## src/rtl/nsync_pkg.sv

```systemverilog
package nsync_pkg;
  typedef enum logic [1:0] {
    ST_WAIT = 2'd0,
    ST_COMP = 2'd1,
    ST_SYM  = 2'd2
  } nsync_state_e;

  // Limit a requested compensation to the largest supported lag.
  function automatic int unsigned clamp_comp(int unsigned req, int unsigned limit);
    return (req > limit) ? limit : req;
  endfunction
endpackage

```

## src/rtl/nsync_edge.sv

```systemverilog
module nsync_edge #(
  parameter int STAGES = 2
) (
  input  logic clk,
  input  logic rst_n,
  input  logic smp_en,
  input  logic raw_n,
  output logic fall
);
  logic [STAGES-1:0] chain;
  logic              prev;
  logic              synced;

  assign synced = chain[STAGES-1];

  always_ff @(posedge clk or negedge rst_n) begin
    if (!rst_n) begin
      chain <= '1;
      prev  <= 1'b1;
    end else begin
      chain <= {chain[STAGES-2:0], raw_n};
      if (smp_en) prev <= synced;
    end
  end

  assign fall = smp_en && prev && !synced;
endmodule

```

## src/rtl/nsync_dcnt.sv

```systemverilog
module nsync_dcnt #(
  parameter int W = 10
) (
  input  logic         clk,
  input  logic         rst_n,
  input  logic         clr,
  input  logic         load,
  input  logic [W-1:0] ld_val,
  input  logic         dec,
  output logic [W-1:0] cnt,
  output logic         zero
);
  always_ff @(posedge clk or negedge rst_n) begin
    if (!rst_n)              cnt <= '0;
    else if (clr)            cnt <= '0;
    else if (load)           cnt <= ld_val;
    else if (dec && !zero)   cnt <= cnt - W'(1);
  end

  assign zero = (cnt == '0);
endmodule

```

## src/rtl/nsync_cond.sv

```systemverilog
module nsync_cond #(
  parameter int CVW         = 10,
  parameter int MAX_COMP    = 512,
  parameter int JIT_SAMPLES = 40,
  parameter int SYNC_STAGES = 2
) (
  input  logic           clk,
  input  logic           rst_n,
  input  logic           smp_en,
  input  logic           sync_n,
  input  logic [CVW-1:0] comp_val,
  input  logic           lock_lost,
  output logic           frame_start,
  output logic           sync_lock
);
  import nsync_pkg::*;

  localparam int CW = $clog2(MAX_COMP + 1);
  localparam int JW = $clog2(JIT_SAMPLES + 1);

  nsync_state_e state;
  logic         fall;
  logic         in_comp;
  logic         accept;
  logic         finish;
  logic         step;
  logic [CW-1:0] comp_cnt;
  logic [JW-1:0] jit_cnt;
  logic          comp_zero;
  logic          jit_zero;
  logic [CW-1:0] comp_ld;

  nsync_edge #(.STAGES(SYNC_STAGES)) u_edge (
    .clk(clk), .rst_n(rst_n), .smp_en(smp_en), .raw_n(sync_n), .fall(fall)
  );

  assign comp_ld = CW'(clamp_comp(int'(comp_val), MAX_COMP));
  assign in_comp = (state == ST_COMP);
  assign accept  = fall && ((state == ST_WAIT) || (in_comp && jit_zero));
  assign step    = in_comp && smp_en && !accept;
  assign finish  = step && comp_zero;

  nsync_dcnt #(.W(CW)) u_comp (
    .clk(clk), .rst_n(rst_n), .clr(lock_lost), .load(accept),
    .ld_val(comp_ld), .dec(step), .cnt(comp_cnt), .zero(comp_zero)
  );

  nsync_dcnt #(.W(JW)) u_jit (
    .clk(clk), .rst_n(rst_n), .clr(lock_lost), .load(accept),
    .ld_val(JW'(JIT_SAMPLES)), .dec(step), .cnt(jit_cnt), .zero(jit_zero)
  );

  always_ff @(posedge clk or negedge rst_n) begin
    if (!rst_n) begin
      state       <= ST_WAIT;
      frame_start <= 1'b0;
    end else begin
      frame_start <= !lock_lost && finish;
      if (lock_lost)   state <= ST_WAIT;
      else if (accept) state <= ST_COMP;
      else if (finish) state <= ST_SYM;
    end
  end

  assign sync_lock = (state == ST_SYM);
endmodule

```

## config.mk

```make
export PLATFORM = sky130hd
export DESIGN_NAME = nsync_cond
export DESIGN_NICKNAME = d
export VERILOG_FILES = /design/src/rtl/nsync_pkg.sv /design/src/rtl/nsync_edge.sv /design/src/rtl/nsync_dcnt.sv /design/src/rtl/nsync_cond.sv
export SDC_FILE = /design/constraint.sdc
export NUM_CORES = 1
export LEC_CHECK = 0
export ABC_AREA = 0
export CORE_AREA = 2 2 68 70
export DETAILED_ROUTE_END_ITERATION = 16
export DIE_AREA = 0 0 70 72
export GPL_ROUTABILITY_DRIVEN = 0
export PLACE_DENSITY_LB_ADDON = 0.2
export REMOVE_ABC_BUFFERS = 1
export SETUP_SLACK_MARGIN = 0.05
export SYNTH_ARGS = -nofsm -noshare
export SYNTH_HDL_FRONTEND = slang
export SYNTH_SLANG_ARGS = --single-unit
```

## constraint.sdc

```tcl
create_clock -name clk -period 2.2 [get_ports clk]
set_input_delay 0.66 -clock clk [delete_from_list [all_inputs] [get_ports clk]]
set_output_delay 0.66 -clock clk [all_outputs]
set_load 0.02 [all_outputs]
```

==> results of run 1 <==
==> layer usage <==
layer | GRT usage, % | vias up
met5 | 0 | -
met4 | 4.915 | 0
met3 | 1.806 | 5
met2 | 24.87 | 19
met1 | 17.44 | 543
li1 | - | 544
==> cell usage in the layout (no fill, tap or decap), types with 3 or more instances in the layout <==
cell type / netlist / layout
ha_1: 3 / 3
nor3b_1: 3 / 3
xor2_1: 3 / 3
nor2_1: 13 / 13
a21oi_1: 10 / 10
xnor2_1: 3 / 3
buf_4: 0 / 11
clkdlybuf4s50_1: 0 / 15
nor3_2: 3 / 3
dfstp_2: 3 / 3
inv_1: 9 / 9
nor2b_1: 4 / 4
nor3_1: 6 / 6
dfrtp_1: 19 / 19
nand3_1: 7 / 7
clkbuf_8: 0 / 4
==> through the flow <==
step | cells | setup WS (ns) | utilization, % | cell area [um^2] | hold WS (ns)
3_5_place_dp | 210 | -0.009469 | 38.35 | 1635 | 0.3520
5_1_grt | 214 | 0.1294 | 39.70 | 1693 | 0.3712
6_report | 214 | 0.2493 | 39.70 | 1693 | 0.3606
4_1_cts | 214 | 0.08619 | 39.64 | 1690 | 0.3639
2_1_floorplan | 131 | 0.5788 | - | 1328 | 0.3452
3_3_place_gp | 210 | 0.007926 | 38.35 | 1635 | 0.3467
==> power by group <==
group | switching (mW) | leakage [nW] | total (mW) | internal (mW)
combinational | 0.132 | 0.408 | 0.253 | 0.121
sequential | 0.0392 | 0.290 | 0.474 | 0.435
clock | 0.129 | 0.0288 | 0.288 | 0.159
total | 0.299 | 0.727 | 1.02 | 0.716
==> cell type report <==
| type | instances | area [um^2] |
|---|---|---|
| inverter | 9 | 33.78 |
| multi-input combinational | 100 | 739.5 |
| sequential | 22 | 554.3 |
| timing repair buffer | 27 | 245.2 |
| tap | 52 | 65.06 |
| clock buffer | 4 | 55.05 |
| fill | 440 | 2571 |
==> sequential cells by signal (all words and copies together) (netlist names) <==
register and count:
state 2, u_edge.prev 1, u_edge.chain 2, frame_start 1, u_jit.cnt 6, u_comp.cnt 10
==> logic make-up (layout without fill, tap and decap cells) <==
| family | count (synthesis) | count (layout) | synth area share, % |
|---|---|---|---|
| compound gates | 34 | 34 | 18.60 |
| buf+inv | 12 | 40 | 4.347 |
| simple gates | 53 | 53 | 26.27 |
| flops | 22 | 22 | 40.98 |
| xor+xnor | 6 | 6 | 3.886 |
| fa+ha+maj | 3 | 3 | 2.776 |
| mux | 4 | 4 | 3.145 |
==> timing repair <==
action                                  in CTS  in global routing
endpoints found under the setup margin       0                  1
setup buffers                                0                  0
resized for setup                            0                  1
==> worst max path at each step <==
stage                startpoint       endpoint  slack [ns]  depth (start not counted)
floorplan           comp_val[5]  u_comp.cnt[3]        0.58                          5
global placement    comp_val[5]  u_comp.cnt[4]       0.008                          6
detailed placement       smp_en  u_comp.cnt[1]      -0.009                          5
CTS                    state[1]      sync_lock        0.09                          2
global route        comp_val[5]  u_comp.cnt[4]        0.13                          6
finish                   smp_en  u_comp.cnt[1]        0.25                          5
==> flow_metrics.py, run 1 <==
metrics = {
    "finish": {
        "syn_to_final_growth_pct": 25.16,
        "finalNetCount": 181,
        "n_antenna_cell": 0,
        "drive_above_1_share_pct": 20.37,
    },
    "detailed_routing": {
        "wl_met1_mm": 1.432,
        "wl_met2_mm": 1.642,
        "drc": 0,
        "drt_iter0_markers": 27,
        "viasPerCell": 5.192,
        "final_antenna_net_count": 0,
        "dr.pass1.iters": 4,
        "wire_per_inst_um": 14.97,
        "top_layer_used": "met4",
        "vias": 1111,
        "wl_met3_um": 81,
        "wl_mm": 3.204,
    },
    "worst_hold_path": {
        "hold_end": "u_edge.chain[1]",
        "min_from": "u_edge.chain[0]",
        "hold_class": "reg2reg",
        "whs_path_depth": 0,
    },
    "synth": {
        "synth_top_cell_by_area": "dfrtp_1",
        "yosysUniqueCellTypes": 48,
        "ys_ff_latch": 22,
        "ys_seq_area_share_pct": 40.98,
        "ys.flop_type": "dfrtp_1",
        "yosysMostFrequentCell": "dfrtp_1",
        "synth_edf_count": 0,
        "ys_top_cells_by_area": "dfrtp_1, dfstp_2, a21oi_1",
        "synth_top_cell_area_share_pct": 35.15,
        "netlist_area_mm2": 0.001353,
        "synthTopCellsByCount": "dfrtp_1, nor2_1, a21oi_1, inv_1, nand3_1",
        "syn_inst": 134,
        "avgSynthCellArea_um2": 10.09,
        "yosys_warnings": 0,
        "async_flop_share_pct": 100.0,
    },
    "sta": {
        "setup-tns-final_ns": 0,
        "finalCriticalPeriod_ns": 1.951,
        "setup_viol": 0,
        "max_slew_margin_pct": 71.48,
        "tightestPinTransition_ns": 0.4245,
        "rsz0062_at_grt": "false",
        "period_share_pct": 88.67,
        "timing_hold_violations_final": 0,
        "slew_viol_final": 0,
        "fmax_mhz": 512.6,
        "fin_worst_skew_ns": 0.004117,
    },
    "critical_path": {
        "rrSetupSlack_ns": 0.40,
        "critPathTopFamily": "buffers and inverters",
        "max_stage_delay_ns": 0.54,
        "cp_cell_sequence": "clkdlybuf4s50_1, nand3b_1, a31o_2, mux2_1, a21oi_1",
        "path_max_fanout": 5,
        "start_kind": "input port",
        "critPathKind": "in2reg",
        "worstRegToRegCells": 4,
        "crit_buf_inv": 1,
        "required_ns": 2.39,
        "cp_slowest_cell": "clkdlybuf4s50_1",
        "timing.rr.end": "u_comp.cnt[6]",
        "endpoint_kind": "register",
        "cp.arrival_ns": 2.14,
        "timing.rr.start": "u_comp.cnt[4]",
    },
    "floorplanning": {
        "rows": 24,
        "die_h_um": 72,
        "pin_count": 17,
        "initial_core_util_pct": 31.72,
        "core_mm2": 0.004264,
        "dieArea_mm2": 0.005040,
        "dieWidth_um": 70,
    },
    "clock_network": {
        "clkLatencyLatePin_ns": 0.26,
        "numCtsBuffers": 3,
        "cts_root_buf": "clkbuf_8",
        "cts.sinks": 22,
        "cts_tree": "built",
        "cts_hold_buffers": 0,
        "htree_levels": 1,
        "clk_pin_slew_worst_paths_ns": 0.08,
        "cts_buffer_depth": 2,
    },
    "pwr": {
        "power.total_mw": 1.015,
        "power.leakage_nw": 0.7270,
        "p_per_area_mw_per_mm2": 599.7,
        "ir_worst_vdd_v": 0.0003892,
    },
    "placed_design": {
        "io_buffer_count": 16,
        "dp_hpwl_mm": 2.490,
    },
    "global_route": {
        "gr-usage-all-layers_pct": 13.93,
        "gr-total-overflow": 0,
        "grt_pass1_wl_mm": 5.630,
        "antenna_found_initial": 0,
        "grt_pass1_vias": 1180,
        "grt_max_degree": 23,
    },
    "job": {
        "max_cap_violations": 0,
    },
    "outcome": {
        "status": "finished clean",
    },
}
Power figures use the tool's default switching activity.
==> run 2, diff against run 1 <==
SETUP_SLACK_MARGIN = not set   (was 0.05)
==> run 2 against run 1 <==
Compared with the run above: largest cell class unchanged; non-clock buffer count stayed put; die area unchanged; count of clock-buffer cells in the layout did not move; register-to-register slack hardly changed; highest routed layer unchanged.
==> flow_metrics.py, run 2 (same netlist as run 1, synthesis figures left out) <==
metrics = {
    "outcome": {
        "status": "finished clean",
    },
    "floorplanning": {
        "die_h_um": 72,
        "dieArea_mm2": 0.005040,
        "core_mm2": 0.004264,
        "rows": 24,
        "initial_core_util_pct": 31.72,
        "pin_count": 17,
        "dieWidth_um": 70,
    },
    "detailed_routing": {
        "dr.pass1.iters": 4,
        "drc": 0,
        "drt_iter0_markers": 25,
        "vias": 1116,
        "final_antenna_net_count": 0,
        "wl_mm": 3.204,
        "viasPerCell": 5.215,
        "wire_per_inst_um": 14.97,
    },
    "critical_path": {
        "path_max_fanout": 6,
        "cp_slowest_cell": "clkdlybuf4s50_1",
        "critPathKind": "reg2out",
        "max_stage_delay_ns": 0.61,
        "cp_cell_sequence": "nor2b_1, clkdlybuf4s50_1",
        "cp.arrival_ns": 1.43,
        "start_kind": "register",
        "endpoint_kind": "primary output",
        "required_ns": 1.54,
    },
    "global_route": {
        "grt_max_degree": 23,
        "use_met1_pct": 17.44,
        "gr-usage-met3_pct": 1.806,
        "gr-total-overflow": 0,
        "antenna_found_initial": 0,
        "grt-busiest-layer": "met2",
        "grt_pass1_vias": 1180,
        "gr-usage-met2_pct": 24.87,
        "gr-usage-all-layers_pct": 13.93,
        "grt_pass1_wl_mm": 5.630,
    },
    "sta": {
        "slew_viol_final": 0,
        "rsz0062_at_grt": "false",
        "fmax_mhz": 478.8,
        "timing_hold_violations_final": 0,
        "fin_worst_skew_ns": 0.004038,
        "setup-tns-final_ns": 0,
        "max_slew_margin_pct": 71.75,
        "finalCriticalPeriod_ns": 2.088,
        "layout_setup_ws_ns": 0.1116,
        "tightestPinTransition_ns": 0.4205,
        "period_share_pct": 94.93,
        "setup_viol": 0,
    },
    "clock_network": {
        "cts_tree": "built",
        "htree_levels": 1,
        "cts_setup_buffers": 0,
        "cts_resized": 0,
        "clk_pin_slew_worst_paths_ns": 0.08,
        "numCtsBuffers": 3,
        "clkLatencyLatePin_ns": 0.26,
        "cts_root_buf": "clkbuf_8",
        "cts_buffer_depth": 2,
        "cts_hold_buffers": 0,
        "cts.sinks": 22,
    },
    "placed_design": {
        "pre_cts_ws_ns": -0.009469,
        "dp_hpwl_mm": 2.490,
        "dpl_cell_area_mm2": 0.001635,
        "io_buffer_count": 16,
        "dp_cells": 210,
    },
    "pwr": {
        "power.leakage_nw": 0.7085,
        "p_per_area_mw_per_mm2": 600.6,
        "ir_worst_vdd_v": 0.0003893,
    },
    "finish": {
        "reg_top3": "u_comp.cnt (10), u_jit.cnt (6)",
        "largest_reg_flops": 10,
        "drive_above_1_share_pct": 20.37,
        "n_antenna_cell": 0,
        "regMostFlops": "u_comp.cnt",
        "mostFrequentLayoutCells": "dfrtp_1, clkdlybuf4s50_1, nor2_1",
        "final_area_mm2": 0.001690,
        "finalNetCount": 181,
        "nFillCells": 439,
        "stdcell_count": 214,
        "syn_to_final_growth_pct": 24.98,
        "final_core_util_pct": 39.64,
        "mostFrequentLayoutCell": "dfrtp_1",
    },
    "job": {
        "max_cap_violations": 0,
    },
    "worst_hold_path": {
        "hold_class": "reg2reg",
    },
}
run 2: cell type report:
type,instances,area (um^2),share of cell area [%]
flip-flops and latches,22,554.3,32.79
inverters,9,33.78,1.999
multi-input cells,100,739.5,43.75
repair buffers,27,242.7,14.36
well taps,52,65.06,3.849
clock buffers,4,55.05,3.257
run 2: metrics by stage:
stage               power [mW]  hold slack [ns]
CTS                      1.030           0.3639
global route             1.084           0.3712
finish                   1.015           0.3606
detailed placement      0.7357           0.3520
global placement        0.7274           0.3467
floorplan               0.6278           0.3452
run 2: path summary, 6_finish.rpt:
path	from	endpoint	slack [ns]	cells past startpoint
max in group asynchronous	rst_n	u_edge.prev	1.16	2
min in group asynchronous	rst_n	u_jit.cnt[1]	0.75	2
min reg2reg	u_edge.chain[0]	u_edge.chain[1]	0.36	0
max	state[1]	sync_lock	0.11	2
max reg2reg	u_comp.cnt[4]	u_comp.cnt[6]	0.40	4
min	u_edge.chain[0]	u_edge.chain[1]	0.36	0
run 2: report_power, final:
| part | switching, mW | internal (mW) | leakage (nW) |
|---|---|---|---|
| clock network | 0.129 | 0.159 | 0.0288 |
| logic | 0.132 | 0.121 | 0.389 |
| registers | 0.0391 | 0.435 | 0.290 |
| total | 0.299 | 0.716 | 0.708 |
run 2: worst max-delay path: cells and delay by family, from the launching register on:
kind | cells | cell delay, ns
buffers and inverters | 1 | 0.61
DFF | 1 | 0.41
and+or+nand+nor | 1 | 0.15
run 2: layer usage:
| layer | part of all wire [%] | vias to the layer above | wire length [um] |
|---|---|---|---|
| li1 | - | 544 | - |
| met1 | 45 | 551 | 1440 |
| met2 | 51 | 16 | 1644 |
| met3 | 2.2 | 5 | 70 |
| met4 | 1.5 | 0 | 48 |
| met5 | 0 | - | 0 |
==> run 3, diff against run 2 <==
clock period = 2.1 ns   (was 2.2 ns; I/O delays follow)
==> run 3 against run 2 <==
Compared with the run above: first-iteration DRC count is 52% higher; count of clock-buffer cells in the layout unchanged; sequential share of layout area decreased by 0.43 points; worst setup slack gained 0.058 ns; combinational power up 6%; critical path depth rose by 4; sequential power grew 4.9%; worst hold slack worse by 0.0015 ns; utilization rose by 0.53 points; total power rose by 5.8%; critical path type is now in2reg.
==> flow_metrics.py, run 3 (same netlist as run 1, synthesis figures left out) <==
metrics = {
    "detailed_routing": {
        "final_antenna_net_count": 0,
        "drt_iter0_markers": 38,
        "dr.pass1.iters": 4,
        "wl_mm": 3.128,
        "wire_per_inst_um": 14.55,
        "drc": 0,
        "vias": 1117,
        "viasPerCell": 5.195,
    },
    "global_route": {
        "gr-usage-met2_pct": 23.60,
        "grt_pass1_wl_mm": 5.368,
        "gr-total-overflow": 0,
        "grt_pass1_vias": 1107,
        "antenna_found_initial": 0,
        "grt-busiest-layer": "met2",
        "grt_max_degree": 23,
        "gr-usage-all-layers_pct": 13.53,
        "gr-usage-met3_pct": 1.667,
        "use_met1_pct": 17.29,
    },
    "pwr": {
        "power.total_mw": 1.074,
        "clkPwrFrac_pct": 28.9,
        "combPwrFrac_pct": 24.8,
        "ir_worst_vdd_v": 0.0002588,
        "power.leakage_nw": 0.7385,
        "p_int_mw": 0.7543,
        "p_sw_share_pct": 29.76,
        "power_frac_seq_pct": 46.3,
        "p_switching_mw": 0.3196,
        "p_per_area_mw_per_mm2": 626.9,
    },
    "clock_network": {
        "cts.sinks": 22,
        "htree_levels": 1,
        "cts_buffer_depth": 2,
        "cts_tree": "built",
        "cts_hold_buffers": 0,
        "cts_root_buf": "clkbuf_8",
        "numCtsBuffers": 3,
        "clk_pin_slew_worst_paths_ns": 0.08,
        "clkLatencyLatePin_ns": 0.27,
    },
    "floorplanning": {
        "initial_core_util_pct": 31.72,
        "core_mm2": 0.004264,
        "pin_count": 17,
        "dieArea_mm2": 0.005040,
        "rows": 24,
        "die_h_um": 72,
        "dieWidth_um": 70,
    },
    "worst_hold_path": {
        "hold_end": "u_edge.chain[1]",
        "whs_path_depth": 0,
        "min_from": "u_edge.chain[0]",
        "hold_class": "reg2reg",
    },
    "sta": {
        "tightestPinTransition_ns": 0.3918,
        "timing.hold.ws_ns": 0.3591,
        "slew_viol_final": 0,
        "finalCriticalPeriod_ns": 1.931,
        "fmax_mhz": 518.0,
        "layout_setup_ws_ns": 0.1695,
        "max_slew_margin_pct": 73.69,
        "timing_hold_violations_final": 0,
        "setup_viol": 0,
        "fin_worst_skew_ns": 0.004793,
        "rsz0062_at_grt": "false",
        "period_share_pct": 91.93,
    },
    "critical_path": {
        "rrSetupSlack_ns": 0.37,
        "timing.rr.start": "u_comp.cnt[4]",
        "cp_cell_sequence": "clkdlybuf4s50_1, nor4_1, a41o_1, nand3_2, o32ai_1, o21a_1",
        "path_max_fanout": 4,
        "required_ns": 2.31,
        "critPathTopFamily": "compound AO/OA/AOI/OAI gates",
        "critPathKind": "in2reg",
        "max_stage_delay_ns": 0.41,
        "cp_slowest_cell": "clkdlybuf4s50_1",
        "timing.rr.end": "u_comp.cnt[1]",
        "cp.arrival_ns": 2.14,
        "crit_buf_inv": 1,
        "worstRegToRegCells": 4,
        "start_kind": "input port",
        "endpoint_kind": "register",
    },
    "outcome": {
        "status": "finished clean",
    },
    "finish": {
        "syn_to_final_growth_pct": 26.64,
        "mostFrequentLayoutCells": "dfrtp_1, clkdlybuf4s50_1, nor2_1",
        "drive_above_1_share_pct": 20.86,
        "finalNetCount": 182,
        "stdcell_count": 215,
        "reg_top3": "u_comp.cnt (10), u_jit.cnt (6)",
        "n_antenna_cell": 0,
        "regMostFlops": "u_comp.cnt",
        "mostFrequentLayoutCell": "dfrtp_1",
        "largest_reg_flops": 10,
    },
    "placed_design": {
        "dp_hpwl_mm": 2.470,
        "io_buffer_count": 16,
        "pre_cts_ws_ns": -0.09421,
        "dp_cells": 211,
    },
    "job": {
        "max_cap_violations": 0,
    },
}
run 3: cell types whose count changed in the layout (fill, tap and decap cells not counted), sizes merged:
cell	before	now
buf	11	12
dlymetal6s2s	0	1
clkdlybuf4s50	16	15
run 3: power by group through the flow:
stage	registers, mW	logic, mW	clock network [mW]
floorplan	0.496	0.162	0
global placement	0.503	0.262	0
detailed placement	0.505	0.267	0
CTS	0.497	0.268	0.319
global route	0.502	0.295	0.352
finish	0.497	0.267	0.310
run 3: final cells by class:
cell class / instances / area (um^2)
Fill cell: 429 / 2551
Multi-Input combinational cell: 100 / 739.5
Sequential cell: 22 / 554.3
Timing Repair Buffer: 28 / 265.3
Tap cell: 52 / 65.06
Clock buffer: 4 / 55.05
Inverter: 9 / 33.78
run 3: worst max-delay path by stage:
stage	from	end	slack [ns]	depth (start not counted)
detailed placement	comp_val[5]	u_comp.cnt[4]	-0.09	6
floorplan	comp_val[5]	u_comp.cnt[3]	0.51	5
finish	comp_val[5]	u_comp.cnt[4]	0.17	6
global placement	comp_val[5]	u_comp.cnt[4]	-0.08	6
CTS	state[1]	sync_lock	0.008	2
global route	comp_val[5]	u_comp.cnt[3]	0.08	6
run 3: metrics by stage:
step	setup TNS [ns]	utilization, %	cell area, um^2
detailed placement	-0.4151	38.82	1655
global placement	-0.2855	38.82	1655
CTS	0	40.11	1710
finish	0	40.17	1713
floorplan	0	-	1328
global route	0	40.17	1713
run 3: per-layer routing:
layer  part of all wire (%)  vias up
met3                    3.4        7
met1                     46      534
met2                     49       23
met5                      0        -
met4                    1.7        0
li1                       -      553
run 3: what timing repair did:
| item | 4_1_cts | 5_1_grt |
|---|---|---|
| setup buffers | 0 | 0 |
| gates resized for setup | 0 | 1 |
| endpoints found under the setup margin | 0 | 1 |
